==> src/rtl/rs_pkg.sv <==
package rs_pkg;
  typedef enum logic [1:0] {
    RS_IDLE   = 2'd0,
    RS_READY  = 2'd1,
    RS_ACTIVE = 2'd2,
    RS_PAUSED = 2'd3
  } rs_state_e;

  typedef enum logic [2:0] {
    C_NONE   = 3'd0,
    C_STOP   = 3'd1,
    C_SETUP  = 3'd2,
    C_ACT    = 3'd3,
    C_PAUSE  = 3'd4,
    C_RESUME = 3'd5
  } rs_cmd_e;

  localparam int CMD_W    = 6;
  localparam int B_SETUP  = 0;
  localparam int B_ACT    = 1;
  localparam int B_PAUSE  = 2;
  localparam int B_RESUME = 3;
  localparam int B_END    = 4;
  localparam int B_ABORT  = 5;
endpackage

==> src/rtl/rs_cmd_arb.sv <==
module rs_cmd_arb
  import rs_pkg::*;
(
  input  logic [CMD_W-1:0] cmd_vec,
  input  rs_state_e        state_q,
  output rs_cmd_e          cmd,
  output logic             cmd_ok,
  output logic             cmd_bad
);
  // priority pick: stop (end/abort) > setup > activate > pause > resume
  always_comb begin
    cmd = C_NONE;
    if (cmd_vec[B_ABORT] || cmd_vec[B_END]) cmd = C_STOP;
    else if (cmd_vec[B_SETUP])              cmd = C_SETUP;
    else if (cmd_vec[B_ACT])                cmd = C_ACT;
    else if (cmd_vec[B_PAUSE])              cmd = C_PAUSE;
    else if (cmd_vec[B_RESUME])             cmd = C_RESUME;
  end

  always_comb begin
    unique case (cmd)
      C_STOP:   cmd_ok = (state_q != RS_IDLE);
      C_SETUP:  cmd_ok = (state_q == RS_IDLE);
      C_ACT:    cmd_ok = (state_q == RS_READY);
      C_PAUSE:  cmd_ok = (state_q == RS_ACTIVE);
      C_RESUME: cmd_ok = (state_q == RS_PAUSED);
      default:  cmd_ok = 1'b0;
    endcase
    cmd_bad = (cmd != C_NONE) && !cmd_ok;
  end
endmodule

==> src/rtl/rs_ctrl.sv <==
module rs_ctrl
  import rs_pkg::*;
(
  input  logic      clk,
  input  logic      rst_n,
  input  rs_cmd_e   cmd,
  input  logic      cmd_ok,
  input  logic      cmd_bad,
  input  logic      daq_ready,
  input  logic      cyc_end,
  input  logic      status_err,
  input  logic      err_clear,
  output rs_state_e state_q,
  output logic      pend_q,
  output logic      err_q,
  output logic      bad_q
);
  rs_state_e state_d;
  logic      pend_d, pend_arm, fault;
  logic      err_set, err_clr, err_en, err_d;

  always_comb begin
    state_d  = state_q;
    pend_d   = pend_q;
    err_set  = 1'b0;
    err_clr  = 1'b0;
    pend_arm = pend_q;
    fault    = (state_q == RS_ACTIVE) && cyc_end && status_err;
    if (fault) begin
      state_d = RS_IDLE;
      pend_d  = 1'b0;
      err_set = 1'b1;
    end else if (cmd_ok && cmd == C_STOP) begin
      state_d = RS_IDLE;
      pend_d  = 1'b0;
    end else if (cmd_ok && cmd == C_SETUP) begin
      state_d = RS_READY;
      err_clr = 1'b1;
    end else begin
      pend_arm = pend_q || (cmd_ok && (cmd == C_ACT || cmd == C_PAUSE || cmd == C_RESUME));
      if (daq_ready && pend_arm) begin
        pend_d  = 1'b0;
        state_d = (state_q == RS_ACTIVE) ? RS_PAUSED : RS_ACTIVE;
      end else begin
        pend_d = pend_arm;
      end
    end
    if (err_clear && state_q == RS_IDLE) err_clr = 1'b1;
    err_en = err_set || err_clr;
    err_d  = err_set;
  end

  always_ff @(posedge clk or negedge rst_n) begin
    if (!rst_n) begin
      state_q <= RS_IDLE;
      pend_q  <= 1'b0;
      err_q   <= 1'b0;
      bad_q   <= 1'b0;
    end else begin
      state_q <= state_d;
      pend_q  <= pend_d;
      bad_q   <= cmd_bad;
      if (err_en) err_q <= err_d;
    end
  end

  // IDLE is only ever left toward READY
  assert_idle_exit_R2: assert property (@(posedge clk) disable iff (!rst_n)
    ($past(state_q) == RS_IDLE && state_q != RS_IDLE) |-> state_q == RS_READY);
  // entry into ACTIVE from READY or PAUSED only on a DAQ-ready event
  assert_active_on_event_R4: assert property (@(posedge clk) disable iff (!rst_n)
    (state_q == RS_ACTIVE && ($past(state_q) == RS_READY || $past(state_q) == RS_PAUSED))
      |-> $past(daq_ready));
  // pause lands only on a DAQ-ready event
  assert_pause_on_event_R5: assert property (@(posedge clk) disable iff (!rst_n)
    (state_q == RS_PAUSED && $past(state_q) == RS_ACTIVE) |-> $past(daq_ready));
  // end-of-cycle error in ACTIVE forces IDLE with the flag set
  assert_fault_to_idle_R8: assert property (@(posedge clk) disable iff (!rst_n)
    (state_q == RS_ACTIVE && cyc_end && status_err) |=> (state_q == RS_IDLE && err_q));
  // the sticky flag only drops while in IDLE
  assert_err_sticky_R10: assert property (@(posedge clk) disable iff (!rst_n)
    $fell(err_q) |-> $past(state_q) == RS_IDLE);
endmodule

==> src/rtl/rs_outdec.sv <==
module rs_outdec
  import rs_pkg::*;
#(
  parameter int SUB_W = 4
) (
  input  rs_state_e        state_q,
  input  logic             pend_q,
  output logic             start_en,
  output logic             trig_irq_en,
  output logic [SUB_W-1:0] sub_en,
  output logic [1:0]       run_state
);
  logic running;

  always_comb begin
    running     = (state_q == RS_ACTIVE) || (state_q == RS_PAUSED);
    start_en    = (state_q == RS_ACTIVE);
    trig_irq_en = running || (state_q == RS_READY && pend_q);
    run_state   = state_q;
  end

  for (genvar g = 0; g < SUB_W; g++) begin : g_sub
    assign sub_en[g] = running;
  end
endmodule

==> src/rtl/run_sequencer.sv <==
module run_sequencer
  import rs_pkg::*;
#(
  parameter int SUB_W       = 4,
  parameter int SYNC_STAGES = 2
) (
  input  logic             clk,
  input  logic             rst_n,
  input  logic             cmd_setup,
  input  logic             cmd_activate,
  input  logic             cmd_pause,
  input  logic             cmd_resume,
  input  logic             cmd_end,
  input  logic             cmd_abort,
  input  logic             err_clear,
  input  logic             daq_ready,
  input  logic             cyc_end,
  input  logic             status_err,
  output logic             start_en,
  output logic             trig_irq_en,
  output logic [SUB_W-1:0] sub_en,
  output logic [1:0]       run_state,
  output logic             err_flag,
  output logic             illegal_cmd
);
  logic [SYNC_STAGES-1:0] rst_sync;
  logic                   rst_int_n;
  logic [CMD_W-1:0]       cmd_vec;
  rs_cmd_e                cmd;
  logic                   cmd_ok, cmd_bad, pend_q;
  rs_state_e              state_q;

  // asynchronous assert, synchronous release
  always_ff @(posedge clk or negedge rst_n) begin
    if (!rst_n) rst_sync <= '0;
    else        rst_sync <= {rst_sync[SYNC_STAGES-2:0], 1'b1};
  end
  assign rst_int_n = rst_sync[SYNC_STAGES-1];

  always_comb begin
    cmd_vec           = '0;
    cmd_vec[B_SETUP]  = cmd_setup;
    cmd_vec[B_ACT]    = cmd_activate;
    cmd_vec[B_PAUSE]  = cmd_pause;
    cmd_vec[B_RESUME] = cmd_resume;
    cmd_vec[B_END]    = cmd_end;
    cmd_vec[B_ABORT]  = cmd_abort;
  end

  rs_cmd_arb u_arb (
    .cmd_vec (cmd_vec),
    .state_q (state_q),
    .cmd     (cmd),
    .cmd_ok  (cmd_ok),
    .cmd_bad (cmd_bad)
  );

  rs_ctrl u_ctrl (
    .clk        (clk),
    .rst_n      (rst_int_n),
    .cmd        (cmd),
    .cmd_ok     (cmd_ok),
    .cmd_bad    (cmd_bad),
    .daq_ready  (daq_ready),
    .cyc_end    (cyc_end),
    .status_err (status_err),
    .err_clear  (err_clear),
    .state_q    (state_q),
    .pend_q     (pend_q),
    .err_q      (err_flag),
    .bad_q      (illegal_cmd)
  );

  rs_outdec #(.SUB_W(SUB_W)) u_out (
    .state_q     (state_q),
    .pend_q      (pend_q),
    .start_en    (start_en),
    .trig_irq_en (trig_irq_en),
    .sub_en      (sub_en),
    .run_state   (run_state)
  );
endmodule

==> config.mk <==
export PLATFORM = sky130hd
export DESIGN_NAME = run_sequencer
export DESIGN_NICKNAME = d
export VERILOG_FILES = /design/src/rtl/rs_pkg.sv /design/src/rtl/rs_cmd_arb.sv /design/src/rtl/rs_ctrl.sv /design/src/rtl/rs_outdec.sv /design/src/rtl/run_sequencer.sv
export SDC_FILE = /design/constraint.sdc
export NUM_CORES = 1
export LEC_CHECK = 0
export CORE_AREA = 2 2 39 41
export DETAILED_ROUTE_END_ITERATION = 6
export DIE_AREA = 0 0 41 43
export GPL_ROUTABILITY_DRIVEN = 0
export HOLD_SLACK_MARGIN = 0.02
export PLACE_DENSITY = 0.7
export SLEW_MARGIN = 25
export SYNTH_ARGS = -nofsm -noshare
export SYNTH_HDL_FRONTEND = slang
export SYNTH_HIERARCHICAL = 1
export SYNTH_SLANG_ARGS = --single-unit
export TNS_END_PERCENT = 1
==> constraint.sdc <==
create_clock -name clk -period 2.1 [get_ports clk]
set_input_delay 0.42 -clock clk [delete_from_list [all_inputs] [get_ports clk]]
set_output_delay 0.42 -clock clk [all_outputs]
set_load 0.05 [all_outputs]
* Word-level counts from Yosys, hierarchy flattened *
Index checks and enable logic that the tools add are counted.

operators by class
  eq/ne operators = 9
  muxes and demuxes = 20
  reductions and logical operators = 21

operator list
  operator                                       count
  2-to-1 mux 3 bit                               5
  2-to-1 mux 1 bit                               10
  logical AND 1 bit                              9
  2-to-1 mux 2 bit                               4
  logical OR 1 bit                               7
  == test 3 x 2 -> 1 bit, second input constant  2
  == test 3 bit, second input constant           2
  one-hot mux 1 bit (5 select lines)             1
  == test 2 bit, second input constant           2
  nonzero test 4 bit                             1
  == test 3 x 1 -> 1 bit, second input constant  1
  != test 3 x 1 -> 1 bit, second input constant  1
  nonzero test 3 bit                             1
  == test 2 x 1 -> 1 bit, second input constant  1
  logical NOT 2 bit                              1
  nonzero test 2 bit                             1
  logical NOT 1 bit                              1

word-level totals
  bits in registers = 7
  bits of input ports = 12
  output and inout bits = 10
  logic and storage cells = 55

* Logic depth before layout (Yosys ltp) *
  depth in word-level cells = 15
  gate-level depth with buffers = 7
  mapped depth without buffers = 7

* By module *
The synthesis kept the hierarchy.

modules (own cells, without submodules)
  module         times used  cells an instance  area an instance (sq um)  sequential area each (sq um)
  rs_ctrl        1           31                 270.3                     125.1
  rs_cmd_arb     1           18                 122.6                     0.0
  rs_outdec      1           9                  62.6                      0.0
  run_sequencer  1           3                  53.8                      50.0

* Worst setup path before layout *
No wires, ideal clock.

  path type = reg-to-reg
  start = register u_ctrl.state_q[0]
  end = register u_ctrl.state_q[0]
  library setup time = 0.077 ns
  arrival = 1.750 ns
  data required time = 2.023 ns
  setup slack = 0.273 ns
  cell stages (with the launch flop) = 8
  buffers on the path = 0
  clock period less this slack = 1.827 ns
  path through = dfrtp_1 > or4b_1 > o211ai_2 > a31o_2 > o21ai_0 > a31oi_2 > a31oi_1 > a21oi_1

between the ends
  longest elaborated chain between the ends = 6
  elaborated cells between the ends (all ways) = 19
  those cells by class = eq/ne (3); mux (6); reduce/logical (10)

RTL lines
  element                                                        line                          text
  start, declared                                                rs_ctrl.sv:13                 output rs_state_e state_q,
  start signal, assigned                                         rs_ctrl.sv:60                 state_q <= state_d;
  == test 2 bit (tied with other cells)                          rs_cmd_arb.sv:26              C_RESUME: cmd_ok = (state_q == RS_PAUSED);
  one-hot mux 1 bit (5 select lines) (*)                         rs_cmd_arb.sv:21              unique case (cmd)
  named net cmd_ok                                               run_sequencer.sv:30           logic cmd_ok, cmd_bad, pend_q;
  logical AND 1 bit (on tied branches)                           rs_ctrl.sv:36, rs_ctrl.sv:40
  2-to-1 mux 2 bit / logical OR 1 bit (equally long branches)    rs_ctrl.sv:36, rs_ctrl.sv:40
  2-to-1 mux 2 bit / logical AND 1 bit (equally long branches)   rs_ctrl.sv:33, rs_ctrl.sv:41
  2-to-1 mux 2 bit / nonzero test 4 bit (equally long branches)  n/a

Mark *: on every way through the listed nets, which the timed path passes. The rest lies on a longest branch. The select of a mux whose other input is x is not followed.
A chain may end at the register's enable or synchronous reset.

* Worst setup path in the final report *
  start = input cmd_activate
  end = register u_ctrl.state_q[0]

between the ends
  longest elaborated chain between the ends = 10
  elaborated cells between the ends (all ways) = 20
  those cells by class = eq/ne (5); mux (7); reduce/logical (8)

RTL lines
  element                                                                                     line                 text
  start, declared                                                                             run_sequencer.sv:10  input logic cmd_activate,
  2-to-1 mux 3 bit (*)                                                                        rs_cmd_arb.sv:15     else if (cmd_vec[B_ACT]) cmd = C_ACT;
  2-to-1 mux 3 bit (*)                                                                        rs_cmd_arb.sv:14     else if (cmd_vec[B_SETUP]) cmd = C_SETUP;
  2-to-1 mux 3 bit (*)                                                                        rs_cmd_arb.sv:13     if (cmd_vec[B_ABORT] || cmd_vec[B_END]) cmd = C_STOP;
  named net cmd[2]                                                                            run_sequencer.sv:29  rs_cmd_e cmd;
  parallel branches: the longest is 7 deep, another holds one-hot mux 1 bit (5 select lines)  n/a

Mark *: on every way through the listed nets, which the timed path passes.

==> reports/metrics.cfg <==
[run_status]
outcome=finished, final reports clean

[yosys]
yosys_warnings=6
synthesis.nets=73
synthesis.area_um2=509
ys_types=27
syn_inst=61
seq_area_frac_synth=0.344
ys_ff_latch=7
synth.avg_cell_area_um2=8.35

[drt]
dr_total_vias=523
post_drt_wl_per_cell_um=11.7
wl_um=1200
drtPass1Iterations=4
drc=0
first_iter_violations=5
vias_per_cell=5.13
antenna_left=0

[die]
die_h_um=43
core_area_um2=1380
start_util=0.368
ioPinCount=22
row_count=14
die-area_um2=1760
fp.dieW_um=41

[timing]
fin_ws_ns=0.134
period_needed_ns=1.97
hold_viol=0
finalCritPeriodShare=0.936
setup_violations=0
rsz0062_at_grt=false
slew_violations=0
fin_skew_ns=0.00372
max_freq_mhz=509

[clock_network]
cts_htree_levels=1
cts_tree=done
clock_latency_ns=0.25
cts_max_path_buffers=2
hold_buffers=0
numCtsBuffers=3
cts-root-buf=clkbuf_4
clk_pin_slew_ns=0.05
post_cts.repair.setup_buffers=0
clkSinkCount=7

[final_layout]
syn_to_final_growth_pct=53.3
nNetsFinal=99
drive_above_1_share=0.314
multi_input_area_um2=302
fin_cells=102
regArea_um2=175
antenna-diode-count=0
final_common_cell=buf_4
layout_common_cells=15 x buf_4, 10 x clkdlybuf4s50_1, 7 x dfrtp_1
finalInstanceArea_um2=781
final.fill_count=137

[pwr]
p_clk_frac=0.155
power_frac_seq=0.236
cellPowerDensity_nw_per_um2=972
ir_worst_vdd_v=0.000550
p_switching_mw=0.355
share_comb_of_total_power=0.609
cellLeakagePower_nw=0.361
sw_frac_of_total=0.468
p_int_mw=0.404

[critical_path]
crit_path_end_kind=flop
timing_worst_setup_path_type=in2reg
cp.arrival_ns=2.10
cp_max_fo=4
crit_family=buffers and inverters
cp-start-kind=primary input
critPathMaxStageDelay_ns=0.44
slowest_stage=clkdlybuf4s50_1
cp.required_ns=2.23
path_buf_inv=2
worstPathCellList=clkdlybuf4s50_1 -> nor4_1 -> buf_4 -> o21a_1 -> nand3b_1 -> a31oi_4 -> a31oi_1 -> a21oi_1

[min_path]
min_path_type=reg2async

[global_routing]
grt_usage=0.163
gr-total-overflow=0
first_global_vias=491
grt_start_max_net_pins=15
antenna_found_initial=0
grt_pass1_wl_um=1970

[placed_design]
place_area_um2=723
dp_cells=98
pre_cts_slack_ns=-0.347
hpwl_um=934
io_buffers=21

[job]
maxCapViolCount=0

[power by group through the flow]
| stage | Clock [mW] | Combinational, mW | Sequential, mW |
|---|---|---|---|
| 2_1_floorplan | 0 | 0.277 | 0.241 |
| 3_3_place_gp | 0 | 0.445 | 0.180 |
| 3_5_place_dp | 0 | 0.450 | 0.181 |
| 4_1_cts | 0.123 | 0.459 | 0.179 |
| 5_1_grt | 0.130 | 0.498 | 0.182 |
| 6_report | 0.118 | 0.462 | 0.179 |
[registers in the layout (all words and copies together) (netlist names)]
name,cells
rst_sync,2
u_ctrl/err_q,1
u_ctrl/pend_q,1
u_ctrl/state_q,2
u_ctrl/bad_q,1
[layout make-up]
type / count / area share
clock buffer: 4 / 0.0337
sequential: 7 / 0.224
inverter: 3 / 0.0144
tap: 16 / 0.0256
timing repair buffer: 28 / 0.316
multi-input combinational: 44 / 0.386
[worst paths after layout]
check | slack [ns] | depth (start not counted) | endpoint | start
hold reg to reg | 0.08 | 0 | u_ctrl/state_q[1] | rst_sync[1]
setup / recovery | 0.13 | 8 | u_ctrl/state_q[0] | cmd_activate
setup reg to reg | 0.23 | 7 | u_ctrl/state_q[0] | u_ctrl/state_q[0]
hold / removal | 0.08 | 0 | u_ctrl/state_q[1] | rst_sync[1]
min in group clk | 0.36 | 0 | rst_sync[1] | rst_sync[0]
max in group asynchronous | 1.65 | 1 | rst_sync[0] | rst_n
[per-stage QoR]
stage	utilization	power, mW	setup TNS, ns	hold WS [ns]
detailed placement	0.523	0.630	-1.06	0.0882
global placement	0.523	0.625	-0.877	0.0813
CTS	0.547	0.761	0	0.0881
global route	0.564	0.811	0	0.101
floorplan	-	0.518	0	0.0541
finish	0.564	0.759	0	0.0770
[kinds of logic after synthesis]
kind of cell / count (synthesis) / share of synthesized area
buffers and inverters: 10 / 0.118
and+or+nand+nor: 25 / 0.273
AOI/OAI and AO/OA: 17 / 0.236
DFF: 7 / 0.344
muxes: 1 / 0.0221
other: 1 / 0.00736
[worst reg2reg max path: stages, from the launching register on]
cell      delay [ns]
dfrtp_1         0.37
or4b_4          0.53
o211ai_2        0.16
a31o_2          0.17
nand3b_1        0.15
nor2_2          0.19
a31oi_1         0.06
a21oi_1         0.15
[repair_timing]
item / in CTS / in global routing
pin swaps: 4 / 4
setup endpoints to repair: 2 / 4
gates cloned: 0 / 0
endpoints found under the hold margin: 0 / 0
gates resized for setup: 4 / 6
[layer usage]
layer | routed length [um] | track usage | up-vias
met1 | 452 | 0.184 | 245
li1 | - | - | 259
met3 | 83 | 0.0628 | 2
met4 | 22 | 0.0400 | 0
met5 | 0 | 0 | -
met2 | 636 | 0.272 | 17
[Yosys cell counts]
library cell	count	area, um^2
nand3b_1	2	15.0
a21o_1	2	15.0
nor2_1	7	26.3
mux2_2	1	11.3
o211ai_2	1	12.5
nand2b_1	2	12.5
nor2b_1	2	12.5
a31o_2	1	8.76
o21bai_1	1	7.51
o21ai_0	3	15.0
nand2_1	5	18.8
a31oi_1	2	12.5
nor3_1	2	10.0
a21oi_1	3	15.0
nand4bb_1	1	11.3
conb_1	1	3.75
inv_1	3	11.3
a31oi_2	1	12.5
buf_4	6	45.0
or4b_1	1	10.0
o22ai_1	1	6.26
clkbuf_1	1	3.75
nor4_1	1	6.26
o21a_1	2	15.0
dfrtp_1	7	175
and4_1	1	8.76
nor3b_1	1	7.51
No activity file was read; power rests on OpenSTA's default activity.
